## src/rtl/ham_codec_pkg.sv

```systemverilog
package ham_codec_pkg;

  // Number of check bits needed to correct one error in a dataW-bit word.
  function automatic int chkWidth(int dataW);
    for (int r = 1; r < 16; r++) begin
      if ((1 << r) >= dataW + r + 1) return r;
    end
    return 16;
  endfunction

  function automatic bit isPow2(int p);
    return (p > 0) && ((p & (p - 1)) == 0);
  endfunction

  // Bit index of a power-of-two position.
  function automatic int log2Pos(int p);
    for (int i = 0; i < 31; i++) begin
      if ((1 << i) == p) return i;
    end
    return 0;
  endfunction

  // Ordinal of a data position among the data positions, counted from 0.
  function automatic int dataOrd(int p);
    int n;
    n = 0;
    for (int q = 1; q < p; q++) begin
      if (!isPow2(q)) n++;
    end
    return n;
  endfunction

  typedef struct packed {
    logic encLoad;
    logic decLoad;
  } ctrlStrobes_t;

endpackage

```

## src/rtl/ham_codec_ctrl.sv

```systemverilog
module ham_codec_ctrl (
  input  logic                       clk,
  input  logic                       rstN,
  input  logic                       encValidIn,
  input  logic                       decValidIn,
  output ham_codec_pkg::ctrlStrobes_t strobes,
  output logic                       encValidOut,
  output logic                       decValidOut
);

  // Loads are gated by reset so the datapath registers stay cleared.
  assign strobes.encLoad = encValidIn & rstN;
  assign strobes.decLoad = decValidIn & rstN;

  always_ff @(posedge clk) begin
    if (!rstN) begin
      encValidOut <= 1'b0;
      decValidOut <= 1'b0;
    end else begin
      encValidOut <= encValidIn;
      decValidOut <= decValidIn;
    end
  end

endmodule

```

## src/rtl/ham_codec_datapath.sv

```systemverilog
module ham_codec_datapath #(
  parameter int DATA_W = 8,
  parameter int CHK_W  = 4,
  parameter int CODE_W = 12
) (
  input  logic                        clk,
  input  logic                        rstN,
  input  ham_codec_pkg::ctrlStrobes_t strobes,
  input  logic [DATA_W-1:0]           encDataIn,
  input  logic [CODE_W-1:0]           decCodeIn,
  output logic [CODE_W-1:0]           encCodeOut,
  output logic [DATA_W-1:0]           decDataOut,
  output logic [CHK_W-1:0]            decSyndrome,
  output logic                        decErrFlag,
  output logic                        decUncorrFlag
);

  // Positions covered by check bit idx: those whose number has bit idx set.
  function automatic logic [CODE_W-1:0] coverMask(int idx);
    logic [CODE_W-1:0] m;
    m = '0;
    for (int p = 1; p <= CODE_W; p++) begin
      if (((p >> idx) & 1) == 1) m = m | (CODE_W'(1) << (CODE_W - p));
    end
    return m;
  endfunction

  logic [CODE_W-1:0] scattered;
  logic [CODE_W-1:0] encWord;
  logic [CHK_W-1:0]  encChk;
  logic [CHK_W-1:0]  synd;
  logic [CODE_W-1:0] flipMask;
  logic [CODE_W-1:0] fixedWord;
  logic [DATA_W-1:0] recovered;
  logic              synErr;
  logic              synBeyond;

  // Per-position wiring: data scatter, check insertion, flip and gather.
  for (genvar p = 1; p <= CODE_W; p++) begin : g_pos
    if (ham_codec_pkg::isPow2(p)) begin : g_chk
      assign scattered[CODE_W-p] = 1'b0;
      assign encWord[CODE_W-p]   = encChk[ham_codec_pkg::log2Pos(p)];
    end else begin : g_dat
      assign scattered[CODE_W-p] = encDataIn[DATA_W-1-ham_codec_pkg::dataOrd(p)];
      assign encWord[CODE_W-p]   = scattered[CODE_W-p];
      assign recovered[DATA_W-1-ham_codec_pkg::dataOrd(p)] = fixedWord[CODE_W-p];
    end
    assign flipMask[CODE_W-p] = (synd == CHK_W'(p));
  end

  // Parity groups, shared shape for both paths.
  for (genvar i = 0; i < CHK_W; i++) begin : g_grp
    localparam logic [CODE_W-1:0] GRP = coverMask(i);
    assign encChk[i] = ^(scattered & GRP);
    assign synd[i]   = ^(decCodeIn & GRP);
  end

  assign synErr    = |synd;
  assign synBeyond = (synd > CHK_W'(CODE_W));
  // A syndrome beyond the last position matches no bit, so nothing flips.
  assign fixedWord = decCodeIn ^ flipMask;

  always_ff @(posedge clk) begin
    if (!rstN) begin
      encCodeOut <= '0;
    end else if (strobes.encLoad) begin
      encCodeOut <= encWord;
    end
  end

  always_ff @(posedge clk) begin
    if (!rstN) begin
      decDataOut    <= '0;
      decSyndrome   <= '0;
      decErrFlag    <= 1'b0;
      decUncorrFlag <= 1'b0;
    end else if (strobes.decLoad) begin
      decDataOut    <= recovered;
      decSyndrome   <= synd;
      decErrFlag    <= synErr;
      decUncorrFlag <= synBeyond;
    end
  end

endmodule

```

## src/rtl/ham_sec_codec.sv

```systemverilog
module ham_sec_codec #(
  parameter  int DATA_W = 8,
  localparam int CHK_W  = ham_codec_pkg::chkWidth(DATA_W),
  localparam int CODE_W = DATA_W + CHK_W
) (
  input  logic              clk,
  input  logic              rstN,
  input  logic              encValidIn,
  input  logic [DATA_W-1:0] encDataIn,
  output logic              encValidOut,
  output logic [CODE_W-1:0] encCodeOut,
  input  logic              decValidIn,
  input  logic [CODE_W-1:0] decCodeIn,
  output logic              decValidOut,
  output logic [DATA_W-1:0] decDataOut,
  output logic [CHK_W-1:0]  decSyndrome,
  output logic              decErrFlag,
  output logic              decUncorrFlag
);

  ham_codec_pkg::ctrlStrobes_t strobes;

  ham_codec_ctrl ctrl_i (
    .clk         (clk),
    .rstN        (rstN),
    .encValidIn  (encValidIn),
    .decValidIn  (decValidIn),
    .strobes     (strobes),
    .encValidOut (encValidOut),
    .decValidOut (decValidOut)
  );

  ham_codec_datapath #(
    .DATA_W (DATA_W),
    .CHK_W  (CHK_W),
    .CODE_W (CODE_W)
  ) dp_i (
    .clk           (clk),
    .rstN          (rstN),
    .strobes       (strobes),
    .encDataIn     (encDataIn),
    .decCodeIn     (decCodeIn),
    .encCodeOut    (encCodeOut),
    .decDataOut    (decDataOut),
    .decSyndrome   (decSyndrome),
    .decErrFlag    (decErrFlag),
    .decUncorrFlag (decUncorrFlag)
  );

endmodule

```

## config.mk

```make
export PLATFORM = sky130hd
export DESIGN_NAME = ham_sec_codec
export DESIGN_NICKNAME = d
export VERILOG_FILES = /design/src/rtl/ham_codec_pkg.sv /design/src/rtl/ham_codec_ctrl.sv /design/src/rtl/ham_codec_datapath.sv /design/src/rtl/ham_sec_codec.sv
export SDC_FILE = /design/constraint.sdc
export NUM_CORES = 1
export LEC_CHECK = 0
export ABC_CLOCK_PERIOD_IN_PS = 3600
export BUFFER_PORTS_ARGS = -buffer_cell sky130_fd_sc_hd__buf_2
export CORE_UTILIZATION = 54
export DETAILED_ROUTE_END_ITERATION = 16
export PLACE_DENSITY = 0.87
export SLEW_MARGIN = 20
export SYNTH_ARGS = -nofsm -noshare
export SYNTH_HDL_FRONTEND = slang
export SYNTH_SLANG_ARGS = --single-unit
```

## constraint.sdc

```tcl
create_clock -name clk -period 3.6 [get_ports clk]
set_input_delay 0.36 -clock clk [delete_from_list [all_inputs] [get_ports clk]]
set_output_delay 0.36 -clock clk [all_outputs]
set_load 0.005 [all_outputs]
```

==> flow_metrics.py <==
metrics = {
    "critical_path": {
        "crit_type": "in2reg",
        "worstReg2RegStart": "dp_i.decDataOut[5]$_SDFFE_PN0P_",
        "cp.required_ns": 3.85,
        "cp.arrival_ns": 2.15,
        "end_kind": "flip-flop",
        "crit_path_start_kind": "primary input",
        "critPathMaxFanout": 11,
        "critPathLaunch": "decCodeIn[5]",
    },
    "clock_tree": {
        "numCtsBuffers": 3,
        "path_clk_slew_ns": 0.15,
        "ctsHoldBuffers": 0,
        "cts_tree": "done",
        "clockBufferDepth": 2,
        "clock_latency_ns": 0.32,
        "post_cts_resized": 0,
        "post-cts-setup-buffers": 0,
        "htree_levels": 1,
        "cts_sinks": 28,
        "root_buffer": "clkbuf_4",
    },
    "detailed_routing": {
        "drt_first_pass_iters": 4,
        "routed_wl_um": 3370,
        "drt_iter0_markers": 70,
        "via_per_inst": 5.83,
        "vias": 1334,
        "ant_nets": 0,
        "drc": 0,
        "wl_per_cell_um": 14.7,
    },
    "final_layout": {
        "mostFrequentLayoutCell": "buf_2",
        "drive_gt1_frac": 0.298,
        "syn_to_final_growth_pct": 18.3,
        "mostFrequentLayoutCells": "buf_2, dfxtp_1, xnor2_1",
        "antennaDiodeCount": 0,
        "nNetsFinal": 223,
        "final_area_um2": 1880,
    },
    "floorplan": {
        "coreArea_um2": 2780,
        "die_w_um": 56.2,
        "start_util": 0.571,
        "ios": 52,
        "rows": 19,
        "die_area_um2": 3160,
        "die_height_um": 56.2,
    },
    "timing": {
        "relSlewSlack": 0.373,
        "rsz0062_at_grt": "no",
        "tightest_slew_ns": 0.933,
        "fin_crit_ns": 1.90,
        "fin_ws_ns": 1.70,
        "finalCritPeriodShare": 0.529,
        "max_freq_ghz": 0.525,
        "skew_ns": 0,
        "fin_tns_setup_ns": 0,
        "finalSetupViolCount": 0,
        "hold_viol_final": 0,
        "slew_violations": 0,
        "whs_ns": 0.326,
    },
    "min_path": {
        "hp-class": "in2reg",
        "hold_start": "encDataIn[3]",
    },
    "placement": {
        "portBuffers": 51,
        "postPlaceCellArea_um2": 1840,
        "gp_congestion": 0.772,
        "hpwl_um": 2530,
        "pre_cts_ws_ns": 1.39,
    },
    "synth": {
        "yosys.area.top_type": "dfxtp_1",
        "avgSynthCellArea_um2": 10.4,
        "ys_seq_area_frac": 0.353,
        "synth_top_area_frac": 0.353,
        "ys_warn_count": 0,
        "synth-seq-cells": 28,
        "netlist_area_um2": 1590,
        "synthCells": 153,
        "synth_cell_types": 24,
        "synth.area.top_cells": "dfxtp_1, xnor2_1, mux2i_1",
        "synth_fp_nets": 177,
    },
    "power_and_ir_drop": {
        "seqPwrFrac": 0.452,
        "power.density_nw_per_um2": 413,
        "combPwrFrac": 0.353,
        "sw_frac_of_total": 0.328,
        "p_switching_uw": 255,
        "power.leakage_uw": 0.000889,
        "pwr-share-clk": 0.195,
        "ir_worst_vdd_uv": 461,
        "p_total_uw": 776,
        "internal-power_uw": 521,
    },
    "global_routing": {
        "grt_pass1_vias": 1268,
        "grt_overflow_total": 0,
        "grt_max_degree": 36,
        "grt_pass1_wl_um": 5550,
        "antenna_found_initial": 0,
        "grtUsageTotal": 0.223,
    },
    "run_status": {
        "status": "finished, final reports clean",
    },
    "job": {
        "maxCapViolCount": 0,
    },
}
[routing by layer]
metal / up-vias / wire (um) / GRT usage
met5: - / 0 / 0
met4: 0 / 3 / 0.0383
met3: 2 / 196 / 0.0605
met2: 54 / 1730 / 0.400
met1: 631 / 1430 / 0.269
li1: 647 / - / -
[power by group through the flow]
stage / sequential (uW) / combinational [uW] / clock [uW]
global route: 354 / 298 / 161
CTS: 351 / 272 / 154
floorplan: 360 / 186 / 0
global placement: 356 / 263 / 0
finish: 351 / 273 / 151
detailed placement: 358 / 271 / 0
[critical path, cell delays in order]
cell      delay [ns]
buf_2           0.13
xor3_2          0.48
xnor2_1         0.75
a41oi_1         0.23
a211oi_1        0.20
[synthesized netlist by cell type (all sizes together)]
master	count
a211oi	8
a21boi	1
a21oi	1
a41oi	8
and2	10
buf	2
clkbuf	8
dfxtp	28
mux2i	12
nand2	4
nand2b	9
nor2b	12
nor4	9
o2111ai	1
o211a	4
o21ai	9
xnor2	15
xnor3	6
xor2	4
xor3	2
[stage by stage]
stage           util  std cells
5_1_grt        0.676        229
2_1_floorplan      -        153
3_5_place_dp   0.663        225
4_1_cts        0.676        229
6_report       0.676        229
3_3_place_gp   0.663        225
[cell type report]
class                           instances  area [um^2]
Multi-Input combinational cell        115          988
Fill cell                             223          902
Sequential cell                        28          561
Timing Repair Buffer                   51          255
Tap cell                               31         38.8
Clock buffer                            4         36.3
[logic make-up (layout without fill, tap and decap cells)]
logic type / Yosys count / after routing / share of synthesized area
and+or+nand+nor: 44 / 44 / 0.167
DFF: 28 / 28 / 0.353
muxes: 12 / 12 / 0.0756
buffers and inverters: 10 / 55 / 0.0252
xor gates and xnor gates: 27 / 27 / 0.231
AOI/OAI and AO/OA: 32 / 32 / 0.149
[final timing paths]
check / end / slack, ns / cells past startpoint
max: dp_i.decDataOut[0]$_SDFFE_PN0P_ / 1.70 / 5
min: dp_i.encCodeOut[3]$_SDFFE_PN0P_ / 0.33 / 3
max reg2reg: dp_i.decDataOut[5]$_SDFFE_PN0P_ / 2.83 / 2
min reg2reg: dp_i.decUncorrFlag$_SDFFE_PN0P_ / 0.49 / 2
[registers in the layout, summed over array words and instances, names as in the netlist]
register / cells
dp_i.encCodeOut: 12
dp_i.decDataOut: 8
dp_i.decSyndrome: 4
ctrl_i.encValidOut: 1
ctrl_i.decValidOut: 1
dp_i.decUncorrFlag: 1
dp_i.decErrFlag: 1
Power figures use the tool's default switching activity.
